### src/rtl/startup_pkg.sv
// Package: shared types and the startup entry decision for the startup sequencer.
// Assumes a 16-bit word and a priority field in PS bits 7:5.
package startup_pkg;

    typedef logic [15:0] word_t;

    // Core flavour chosen at elaboration.
    typedef enum logic [1:0] {
        KIND_DISCRETE   = 2'd0,
        KIND_SC_BASIC   = 2'd1,
        KIND_SC_EXT     = 2'd2,
        KIND_NO_CONSOLE = 2'd3
    } core_kind_e;

    // Startup modes on the mode input.
    typedef enum logic [1:0] {
        MODE_RESTORE = 2'd0,
        MODE_GO      = 2'd1,
        MODE_BOOT    = 2'd2,
        MODE_PROM    = 2'd3
    } start_mode_e;

    typedef enum logic [1:0] {
        SEQ_INIT  = 2'd0,
        SEQ_FETCH = 2'd1,
        SEQ_RUN   = 2'd2
    } seq_state_e;

    typedef enum logic [1:0] {
        FET_IDLE = 2'd0,
        FET_PC   = 2'd1,
        FET_PS   = 2'd2
    } fetch_state_e;

    localparam int PRIO_LO = 5;
    localparam int PRIO_HI = 7;
    localparam word_t PS_MASKED = 16'o000340;
    localparam word_t PS_CLEAR  = 16'o000000;

    typedef struct packed {
        logic  restore;
        word_t pc;
        word_t ps;
    } entry_t;

    // Decide the entry path for one flavour and mode.
    function automatic entry_t pick_entry(core_kind_e kind, logic [1:0] mode,
                                          word_t go_pc, word_t boot_pc, word_t prom_pc);
        entry_t e;
        e.restore = 1'b0;
        e.pc      = go_pc;
        e.ps      = PS_CLEAR;
        case (kind)
            KIND_DISCRETE: begin
                e.pc = go_pc;
                e.ps = PS_CLEAR;
            end
            KIND_NO_CONSOLE: begin
                e.pc = boot_pc;
                e.ps = PS_MASKED;
            end
            default: begin
                case (start_mode_e'(mode))
                    MODE_RESTORE: e.restore = 1'b1;
                    MODE_GO: begin
                        e.pc = go_pc;
                        e.ps = PS_CLEAR;
                    end
                    MODE_BOOT: begin
                        e.pc = boot_pc;
                        e.ps = PS_MASKED;
                    end
                    default: begin
                        if (kind == KIND_SC_EXT) begin
                            e.pc = prom_pc;
                            e.ps = PS_MASKED;
                        end else begin
                            e.pc = go_pc;
                            e.ps = PS_CLEAR;
                        end
                    end
                endcase
            end
        endcase
        return e;
    endfunction

endpackage

### src/rtl/sus_init_timer.sv
// Module: sus_init_timer
// Holds bus_init high during reset and for CYCLES edges after release,
// then raises init_done for good. Assumes CYCLES >= 1.
module sus_init_timer #(
    parameter int CYCLES = 8
) (
    input  logic clk,
    input  logic rst_n,
    output logic bus_init,
    output logic init_done
);
    localparam int CNT_W = $clog2(CYCLES + 1);
    localparam logic [CNT_W-1:0] LAST = CNT_W'(CYCLES);

    logic [CNT_W-1:0] cnt_q;

    // Count edges since reset release, saturating at CYCLES.
    always_ff @(posedge clk) begin
        if (!rst_n) begin
            cnt_q <= '0;
        end else if (cnt_q != LAST) begin
            cnt_q <= cnt_q + CNT_W'(1);
        end
    end

    // Pulse is active until the count saturates.
    always_comb begin
        init_done = (cnt_q == LAST);
        bus_init  = !init_done;
    end

endmodule

### src/rtl/sus_fetch.sv
// Module: sus_fetch
// Reads the saved PC and then the saved PS over a request/acknowledge port.
// A read completes on an edge where req and ack are both high; data is valid with ack.
// done pulses combinationally on the completing edge of the second read.
module sus_fetch #(
    parameter startup_pkg::word_t PC_ADDR = 16'o000024,
    parameter startup_pkg::word_t PS_ADDR = 16'o000026
) (
    input  logic               clk,
    input  logic               rst_n,
    input  logic               go,
    output logic               mem_rd_req,
    output startup_pkg::word_t mem_rd_addr,
    input  logic               mem_rd_ack,
    input  startup_pkg::word_t mem_rd_data,
    output logic               done,
    output startup_pkg::word_t pc_word,
    output startup_pkg::word_t ps_word
);
    import startup_pkg::*;

    fetch_state_e state_q;
    word_t        pc_q;

    // Step through the two reads and keep the first word.
    always_ff @(posedge clk) begin
        if (!rst_n) begin
            state_q <= FET_IDLE;
            pc_q    <= '0;
        end else begin
            case (state_q)
                FET_IDLE: if (go) state_q <= FET_PC;
                FET_PC: if (mem_rd_ack) begin
                    pc_q    <= mem_rd_data;
                    state_q <= FET_PS;
                end
                FET_PS: if (mem_rd_ack) state_q <= FET_IDLE;
                default: state_q <= FET_IDLE;
            endcase
        end
    end

    // Port drive and completion.
    always_comb begin
        mem_rd_req  = (state_q != FET_IDLE);
        mem_rd_addr = (state_q == FET_PS) ? PS_ADDR : PC_ADDR;
        done        = (state_q == FET_PS) && mem_rd_ack;
        pc_word     = pc_q;
        ps_word     = mem_rd_data;
    end

    assert_req_hold_R11: assert property (@(posedge clk) disable iff (!rst_n)
        (mem_rd_req && !mem_rd_ack) |=> (mem_rd_req && $stable(mem_rd_addr)));

endmodule

### src/rtl/sus_irq_gate.sv
// Module: sus_irq_gate
// Finds the highest requested level and accepts it when enabled and above the priority.
// Assumes request bit n stands for level n, levels 1..7.
module sus_irq_gate #(
    parameter int LVL_W = 3
) (
    input  logic                  enable,
    input  logic [LVL_W-1:0]      prio,
    input  logic [(1<<LVL_W)-1:1] irq_req,
    output logic                  irq_accept,
    output logic [LVL_W-1:0]      irq_level
);
    localparam int TOP = (1 << LVL_W) - 1;

    // Priority encode, then compare strictly above the current priority.
    always_comb begin
        irq_level = '0;
        for (int n = 1; n <= TOP; n++) begin
            if (irq_req[n]) irq_level = LVL_W'(n);
        end
        irq_accept = enable && (irq_level != '0) && (irq_level > prio);
    end

endmodule

### src/rtl/startup_seq.sv
// Module: startup_seq (top)
// Sequences core startup: bus-init pulse, mode sampling, optional saved-word
// fetch, PC/PS selection per flavour, start strobe, then interrupt gating.
// Assumes mode and start_pc are steady when bus_init ends.
module startup_seq #(
    parameter startup_pkg::core_kind_e KIND = startup_pkg::KIND_SC_EXT,
    parameter startup_pkg::word_t BOOT_ADDR = 16'o173000,
    parameter startup_pkg::word_t PROM_ADDR = 16'o165000,
    parameter startup_pkg::word_t SAVED_PC_ADDR = 16'o000024,
    parameter startup_pkg::word_t SAVED_PS_ADDR = 16'o000026,
    parameter int INIT_CYCLES = 8
) (
    input  logic        clk,
    input  logic        rst_n,
    input  logic [1:0]  mode,
    input  logic [15:0] start_pc,
    output logic        mem_rd_req,
    output logic [15:0] mem_rd_addr,
    input  logic        mem_rd_ack,
    input  logic [15:0] mem_rd_data,
    output logic        bus_init,
    output logic        core_start,
    output logic [15:0] core_pc,
    output logic [15:0] core_ps,
    input  logic        core_ps_we,
    input  logic [15:0] core_ps_wdata,
    input  logic [7:1]  irq_req,
    output logic        irq_accept,
    output logic [2:0]  irq_level
);
    import startup_pkg::*;

    seq_state_e state_q;
    entry_t     plan;
    logic       init_done;
    logic       fetch_go;
    logic       fetch_done;
    word_t      fetch_pc;
    word_t      fetch_ps;

    sus_init_timer #(.CYCLES(INIT_CYCLES)) u_timer (
        .clk      (clk),
        .rst_n    (rst_n),
        .bus_init (bus_init),
        .init_done(init_done)
    );

    sus_fetch #(.PC_ADDR(SAVED_PC_ADDR), .PS_ADDR(SAVED_PS_ADDR)) u_fetch (
        .clk        (clk),
        .rst_n      (rst_n),
        .go         (fetch_go),
        .mem_rd_req (mem_rd_req),
        .mem_rd_addr(mem_rd_addr),
        .mem_rd_ack (mem_rd_ack),
        .mem_rd_data(mem_rd_data),
        .done       (fetch_done),
        .pc_word    (fetch_pc),
        .ps_word    (fetch_ps)
    );

    sus_irq_gate #(.LVL_W(3)) u_gate (
        .enable    (state_q == SEQ_RUN),
        .prio      (core_ps[PRIO_HI:PRIO_LO]),
        .irq_req   (irq_req),
        .irq_accept(irq_accept),
        .irq_level (irq_level)
    );

    // Entry decision for the sampled mode.
    always_comb begin
        plan     = pick_entry(KIND, mode, start_pc, BOOT_ADDR, PROM_ADDR);
        fetch_go = (state_q == SEQ_INIT) && init_done && plan.restore;
    end

    // Startup state, PC/PS registers and start strobe.
    always_ff @(posedge clk) begin
        if (!rst_n) begin
            state_q    <= SEQ_INIT;
            core_pc    <= '0;
            core_ps    <= '0;
            core_start <= 1'b0;
        end else begin
            core_start <= 1'b0;
            case (state_q)
                SEQ_INIT: if (init_done) begin
                    if (plan.restore) begin
                        state_q <= SEQ_FETCH;
                    end else begin
                        core_pc    <= plan.pc;
                        core_ps    <= plan.ps;
                        core_start <= 1'b1;
                        state_q    <= SEQ_RUN;
                    end
                end
                SEQ_FETCH: if (fetch_done) begin
                    core_pc    <= fetch_pc;
                    core_ps    <= fetch_ps;
                    core_start <= 1'b1;
                    state_q    <= SEQ_RUN;
                end
                SEQ_RUN: if (core_ps_we) core_ps <= core_ps_wdata;
                default: state_q <= SEQ_INIT;
            endcase
        end
    end

    assert_start_after_init_R1: assert property (@(posedge clk) disable iff (!rst_n)
        core_start |-> !bus_init);

    assert_no_read_in_init_R1: assert property (@(posedge clk) disable iff (!rst_n)
        mem_rd_req |-> !bus_init);

    assert_start_pulse_R8: assert property (@(posedge clk) disable iff (!rst_n)
        core_start |=> !core_start);

    assert_noconsole_masked_R7: assert property (@(posedge clk) disable iff (!rst_n)
        (core_start && KIND == KIND_NO_CONSOLE) |-> (core_ps[PRIO_HI:PRIO_LO] == 3'd7));

    assert_ps_hold_R10: assert property (@(posedge clk) disable iff (!rst_n)
        (state_q == SEQ_RUN && !core_ps_we) |=> $stable(core_ps));

endmodule

### config.mk
export PLATFORM = sky130hd
export DESIGN_NAME = startup_seq
export DESIGN_NICKNAME = d
export VERILOG_FILES = /design/src/rtl/startup_pkg.sv /design/src/rtl/sus_init_timer.sv /design/src/rtl/sus_fetch.sv /design/src/rtl/sus_irq_gate.sv /design/src/rtl/startup_seq.sv
export SDC_FILE = /design/constraint.sdc
export NUM_CORES = 1
export LEC_CHECK = 0
export BUFFER_PORTS_ARGS = -buffer_cell sky130_fd_sc_hd__buf_2
export CAP_MARGIN = 40
export CORE_MARGIN = 3
export CORE_UTILIZATION = 44
export CTS_CLUSTER_DIAMETER = 100
export DETAILED_ROUTE_END_ITERATION = 10
export GPL_TIMING_DRIVEN = 0
export PLACE_DENSITY = 0.76
export RECOVER_POWER = 25
export SLEW_MARGIN = 20
export SYNTH_ARGS = -nofsm -noshare
export SYNTH_HDL_FRONTEND = slang
export SYNTH_SLANG_ARGS = --single-unit
export TNS_END_PERCENT = 5
### constraint.sdc
create_clock -name clk -period 2 [get_ports clk]
set_clock_uncertainty 0.2 [all_clocks]
set_input_delay 0.2 -clock clk [delete_from_list [all_inputs] [get_ports clk]]
set_output_delay 0.2 -clock clk [all_outputs]
set_load 0.02 [all_outputs]
==> results.py, run 1 <==
metrics = {
    "status": {
        "status": "complete, but fails checks",
        "violations": "setup timing",
    },
    "synth": {
        "ys_seq_area_share_pct": 38.9,
        "synth_cell_type_count": 46,
        "synth-edff-count": 0,
        "syn_area_um2": 2930,
        "ys.flop_type": "dfxtp_1",
        "yosys_warnings": 0,
        "syn_inst": 353,
        "async_flop_share_pct": 0,
        "syn_avg_cell_area_um2": 8.30,
        "synth.ff_latch_count": 57,
    },
    "placement": {
        "portBuffers": 99,
        "place_congestion": 0.873,
        "dp_slack_ns": -0.322,
        "placed_area_um2": 3580,
        "dp_cells": 542,
        "post-dp-hpwl_um": 6390,
    },
    "global_routing": {
        "groute.usage.overall_pct": 22.5,
        "grt_start_max_net_pins": 11,
        "antenna_found_initial": 0,
        "grt_pass1_wl_um": 13300,
        "overflow": 0,
        "grt_pass1_vias": 2847,
    },
    "detailed_routing": {
        "vias": 3084,
        "drc": 0,
        "via_per_inst": 5.31,
        "wirelength_um": 8740,
        "first_iter_violations": 151,
        "dr.pass1.iters": 5,
        "drt-wirelength-per-cell_um": 15.0,
        "ant_nets": 0,
    },
    "final_layout": {
        "fillers": 572,
        "fin_nets": 569,
        "n_antenna_cell": 0,
        "drive_gt1_share_pct": 31.3,
        "stdcell_count": 581,
        "stdcell_area_um2": 4090,
        "areaGrowthSynthToFinish_pct": 39.6,
    },
    "critical_path": {
        "critPathLaunchType": "flop",
        "critPathKind": "reg2reg",
        "reg2reg_depth": 7,
        "crit_start": "u_timer.cnt_q[0]$_SDFFE_PN0P_",
        "reg2reg_from": "u_timer.cnt_q[0]$_SDFFE_PN0P_",
        "crit_end": "state_q[1]$_SDFFE_PN0P_",
        "crit_arrival_ns": 2.07,
        "crit_slowest_cell": "a221oi_1",
        "crit_chain": "inv_1 -> ha_2 -> nand3b_4 -> buf_4 -> a221oi_1 -> nor2_1 -> a311oi_1",
        "r2r_end": "state_q[1]$_SDFFE_PN0P_",
        "worstPathMaxFanout": 4,
        "reg2reg_slack_ns": -0.04,
        "cp.required_ns": 2.03,
        "slowest_delay_ns": 0.51,
        "critPathCaptureType": "flop",
    },
    "floorplanning": {
        "start_util_pct": 45.9,
        "io_pins": 116,
        "coreArea_um2": 6390,
        "die_y_um": 87.6,
        "die-area_um2": 7680,
        "rows": 29,
        "die_w_um": 87.6,
    },
    "timing": {
        "maxSlewViolCount": 0,
        "fin_ws_ns": -0.0420,
        "fin_crit_ns": 2.04,
        "finalSetupViolCount": 1,
        "hold_viol_final": 0,
        "layout_worst_path_cycle_share_pct": 102,
        "setup_tns_ns": -0.0420,
        "max_freq_mhz": 490,
        "rsz0062_at_grt": "yes",
        "slew_headroom_pct": 59.0,
        "worstMarginPinSlew_ns": 0.614,
    },
    "clocking": {
        "tritoncts": "done",
        "cts_buffers": 9,
        "cts_buffer_depth": 2,
        "root_buffer": "clkbuf_8",
        "cts_sinks": 57,
        "htreeDepth": 3,
        "path_clk_slew_ns": 0.07,
        "insertion_delay_ns": 0.33,
    },
    "min_path": {
        "min_path_type": "in2reg",
    },
    "power": {
        "power_mw": 3.79,
        "ir_drop_mv": 0.730,
        "powerDensity_nw_per_um2": 927,
        "power.leakage_nw": 1.89,
    },
    "run": {
        "drv_cap": 0,
    },
}
## synth_stat cells (all sizes together) (3+ instances only)
library cell  instances  area [um2]
a211oi                5        37.5
a21oi                24         120
a22o                 13         114
a22oi                12        90.1
buf                  22         160
clkbuf               18        67.6
dfxtp                57        1140
ha                    8         100
inv                  11        41.3
mux2i                19         190
nand2                79         297
nand2b                4        25.0
nand3                11        55.1
nand3b                3        35.0
nand4                 5        31.3
nor2                 14        52.6
o211a                 5        50.1
o211ai                3        36.3
o21ai                12        60.1
or2                   3        18.8
## layout make-up
class | instances | area, um2 | area share (%)
inverters | 11 | 41.3 | 1.01
well taps | 77 | 96.3 | 2.35
flip-flops and latches | 57 | 1140 | 28.0
plain buffers | 39 | 254 | 6.21
clock inverters | 5 | 80.1 | 1.96
repair buffers | 124 | 709 | 17.3
multi-input cells | 258 | 1630 | 39.8
clock buffers | 10 | 138 | 3.36
## worst min path at each step
stage | from | endpoint | slack, ns | cells past startpoint
2_1_floorplan | mem_rd_data[0] | u_fetch.pc_word[0]$_SDFFE_PN0P_ | 0.14 | 2
3_3_place_gp | core_ps[12]$_SDFFE_PN0P_ | core_ps[12]$_SDFFE_PN0P_ | 0.24 | 2
3_5_place_dp | core_ps[4]$_SDFFE_PN0P_ | core_ps[4]$_SDFFE_PN0P_ | 0.25 | 2
4_1_cts | start_pc[1] | core_pc[1]$_SDFFE_PN0P_ | 0.01 | 3
5_1_grt | start_pc[1] | core_pc[1]$_SDFFE_PN0P_ | 0.03 | 3
6_report | start_pc[3] | core_pc[3]$_SDFFE_PN0P_ | 0.03 | 3
## state kept, by name, indices dropped and copies added, names as in the netlist
| signal | cells |
|---|---|
| u_timer.cnt_q | 4 |
| core_start | 1 |
| state_q | 2 |
| u_fetch.state_q | 2 |
| u_fetch.pc_word | 16 |
| core_pc | 16 |
| core_ps | 16 |
## report_power, final
group | switching (mW) | total (mW) | internal, mW
Clock | 0.464 | 1.19 | 0.726
Sequential | 0.0600 | 1.30 | 1.24
Combinational | 0.728 | 1.30 | 0.570
Total | 1.25 | 3.79 | 2.54
## cells by family after synthesis
group	Yosys count	synth area share, %
AND/OR/NAND/NOR	129	20.0
AO/OA/AOI/OAI	84	20.8
flip-flops	57	38.9
buffers and inverters	51	9.18
multiplexers	19	6.49
adder cells (fa/ha/maj)	8	3.41
XOR/XNOR	3	0.896
other	2	0.256
## cell usage in the layout (no fill, tap or decap), types with 2 or more instances in the layout
| cell | netlist | routed |
|---|---|---|
| dlygate4sd3_1 | 0 | 17 |
| a21oi_2 | 0 | 2 |
| o211a_1 | 5 | 5 |
| buf_6 | 2 | 2 |
| mux2i_1 | 19 | 19 |
| nand2_1 | 79 | 78 |
| nor2b_1 | 2 | 2 |
| inv_2 | 1 | 2 |
| dfxtp_2 | 0 | 2 |
| a22oi_1 | 12 | 12 |
| a22o_1 | 13 | 13 |
| nor2_1 | 14 | 12 |
| xor2_1 | 2 | 2 |
| o21ai_0 | 12 | 11 |
| nand4_1 | 5 | 5 |
| ha_1 | 8 | 4 |
| buf_2 | 2 | 86 |
| ha_2 | 0 | 3 |
| nand3_1 | 11 | 10 |
| a211o_1 | 2 | 2 |
| a211oi_1 | 5 | 5 |
| nand3b_1 | 2 | 2 |
| buf_4 | 16 | 25 |
| or2_2 | 3 | 2 |
| inv_1 | 10 | 9 |
| a21oi_1 | 24 | 22 |
| clkbuf_2 | 0 | 3 |
| and2_1 | 2 | 2 |
| o211ai_1 | 2 | 2 |
| conb_1 | 2 | 15 |
| clkinvlp_4 | 0 | 2 |
| clkbuf_8 | 0 | 11 |
| bufinv_16 | 0 | 2 |
| dfxtp_1 | 57 | 55 |
| clkbuf_1 | 18 | 26 |
| nand2b_1 | 4 | 4 |
## routing by layer
| metal | global-route usage, % | wire (um) | vias to the layer above | share of wire (%) |
|---|---|---|---|---|
| met3 | 3.95 | 730 | 27 | 8.4 |
| li1 | - | - | 1486 | - |
| met4 | 11.4 | 262 | 0 | 3.0 |
| met5 | 0 | 0 | - | 0 |
| met1 | 26.5 | 3520 | 1419 | 40 |
| met2 | 39.0 | 4220 | 152 | 48 |
## critical path, delay by kind of cell, from the launching register on
family	cells	cell delay [ns]
AND/OR/NAND/NOR	2	0.19
AO/OA/AOI/OAI	2	0.78
adder cells (fa/ha/maj)	1	0.19
buffers and inverters	2	0.23
flip-flops	1	0.34
## metrics by stage
stage,util (%),hold WS (ns)
floorplan,-,0.136
global placement,56.0,0.242
detailed placement,56.0,0.247
CTS,63.5,0.0106
global route,64.1,0.0305
finish,64.1,0.0299
## repair_timing
| item | CTS | global route |
|---|---|---|
| pin swaps | 2 | 4 |
| gates resized for setup | 16 | 21 |
| endpoints found under the hold margin | 18 | 0 |
| hold buffers | 17 | 0 |
| endpoints found under the setup margin | 34 | 44 |
| buffers inserted | 6 | 2 |
Note: power is estimated with default switching activity, not from simulation.
==> run 2: changes to the inputs <==
--- a/config.mk
+++ b/config.mk
@@ -11,7 +11,6 @@
 export CORE_UTILIZATION = 44
 export CTS_CLUSTER_DIAMETER = 100
 export DETAILED_ROUTE_END_ITERATION = 10
-export GPL_TIMING_DRIVEN = 0
 export PLACE_DENSITY = 0.76
 export RECOVER_POWER = 25
 export SLEW_MARGIN = 20
==> run 2 against run 1 <==
Effect of this change:
- the run now ends clean
- largest power group unchanged
- wire length shrank 4.0%
- cell count decreased by 4.5%
- combinational power hardly changed
- die area is the same
- critical path type is now in2reg
==> results.py, run 2 (same netlist as run 1, synthesis figures left out) <==
metrics = {
    "timing": {
        "finalSetupViolCount": 0,
        "max_freq_mhz": 523,
        "rsz0062_at_grt": "yes",
        "hold_viol_final": 0,
        "fin_ws_ns": 0.0881,
        "maxSlewViolCount": 0,
        "layout_worst_path_cycle_share_pct": 95.6,
        "fin_crit_ns": 1.91,
    },
    "critical_path": {
        "critPathKind": "in2reg",
        "r2r_end": "core_ps[13]$_SDFFE_PN0P_",
        "reg2reg_from": "state_q[1]$_SDFFE_PN0P_",
        "reg2reg_depth": 8,
        "worstPathMaxFanout": 16,
        "crit_arrival_ns": 1.93,
        "crit_start": "mem_rd_ack",
        "crit_end": "core_ps[13]$_SDFFE_PN0P_",
        "critPathLaunchType": "input pin",
        "critPathCaptureType": "flop",
        "reg2reg_slack_ns": 0.10,
        "cp.required_ns": 2.02,
    },
    "global_routing": {
        "grt_pass1_vias": 2810,
        "groute.usage.overall_pct": 21.3,
        "antenna_found_initial": 0,
        "grt_pass1_wl_um": 12800,
        "overflow": 0,
        "grt_start_max_net_pins": 30,
    },
    "detailed_routing": {
        "highest_layer": "met4",
        "dr.pass1.iters": 4,
        "ant_nets": 0,
        "first_iter_violations": 191,
        "drc": 0,
        "via_per_inst": 5.28,
        "vias": 2932,
        "wirelength_um": 8390,
        "wl_met3_um": 571,
        "dr_wl_met2_um": 4170,
        "drt-wirelength-per-cell_um": 15.1,
        "m1WireLength_um": 3450,
    },
    "placement": {
        "place_congestion": 0.833,
        "portBuffers": 100,
        "post-dp-hpwl_um": 5970,
        "dp_slack_ns": -0.0408,
        "dp_cells": 517,
    },
    "power": {
        "power.leakage_nw": 1.80,
        "powerDensity_nw_per_um2": 953,
        "power_mw": 3.84,
        "ir_drop_mv": 0.543,
    },
    "floorplanning": {
        "io_pins": 116,
        "rows": 29,
        "coreArea_um2": 6390,
        "die_y_um": 87.6,
        "die-area_um2": 7680,
        "start_util_pct": 45.9,
        "die_w_um": 87.6,
    },
    "final_layout": {
        "drive_gt1_share_pct": 29.5,
        "layout_commonest_cell": "nand2_1",
        "areaGrowthSynthToFinish_pct": 37.6,
        "n_antenna_cell": 0,
        "fin_nets": 542,
        "final_cell_mix": "nand2_1 (79), buf_2 (76), dfxtp_1 (54)",
        "stdcell_count": 555,
    },
    "clocking": {
        "tritoncts": "done",
        "cts_buffer_depth": 2,
        "htreeDepth": 3,
        "cts_sinks": 57,
        "root_buffer": "clkbuf_8",
        "insertion_delay_ns": 0.33,
        "cts_buffers": 9,
        "path_clk_slew_ns": 0.06,
    },
    "min_path": {
        "hold_start": "start_pc[1]",
        "min_path_type": "in2reg",
    },
    "status": {
        "status": "finished clean",
    },
    "run": {
        "drv_cap": 0,
    },
}
[run 2: area by class of cell]
type	count	area, um2
Fill cell	552	2350
Multi-Input combinational cell	258	1680
Sequential cell	57	1140
Timing Repair Buffer	136	838
Clock buffer	11	151
Tap cell	77	96.3
Clock inverter	5	77.6
Inverter	11	41.3
[run 2: worst min path at each step]
stage | cells past startpoint | endpoint
after floorplan | 2 | u_fetch.pc_word[0]$_SDFFE_PN0P_
after global placement | 2 | core_ps[11]$_SDFFE_PN0P_
after detailed placement | 2 | core_pc[11]$_SDFFE_PN0P_
after CTS | 3 | core_pc[1]$_SDFFE_PN0P_
after global routing | 3 | core_pc[0]$_SDFFE_PN0P_
final | 3 | core_pc[1]$_SDFFE_PN0P_
[run 2: metrics by stage]
step / instance area [um2] / hold WS, ns / TNS (ns) / util [%]
2_1_floorplan: 2990 / 0.136 / -0.784 / -
4_1_cts: 3910 / 0.0202 / -0.0434 / 61.2
3_3_place_gp: 3480 / 0.242 / 0 / 54.6
3_5_place_dp: 3480 / 0.250 / -0.0734 / 54.6
6_report: 4030 / 0.0247 / 0 / 63.1
5_1_grt: 4030 / 0.0394 / -0.00661 / 63.1
[run 2: layer usage]
| metal | global-route usage [%] | vias to the layer above |
|---|---|---|
| li1 | - | 1436 |
| met1 | 26.3 | 1361 |
| met2 | 35.3 | 117 |
| met3 | 4.14 | 18 |
| met4 | 10.9 | 0 |
| met5 | 0 | - |
[run 2: power by group]
part           total [mW]  switching, mW  internal [mW]
sequential           1.32         0.0705           1.24
clock                1.22          0.451          0.764
combinational        1.31          0.722          0.591
[run 2: timing repair]
item / in CTS / in global routing
hold buffers: 17 / 0
gates resized for setup: 5 / 25
pin swaps: 0 / 9
endpoints found under the hold margin: 18 / 0
buffers inserted: 1 / 4
endpoints found under the setup margin: 7 / 34
[run 2: worst max-delay path, cell delays in order]
cell and delay, ns:
dlygate4sd3_1 0.53, buf_2 0.14, nand3b_1 0.19, a221oi_4 0.34, buf_6 0.16, o211ai_4 0.08, buf_12 0.17, mux2i_1 0.12
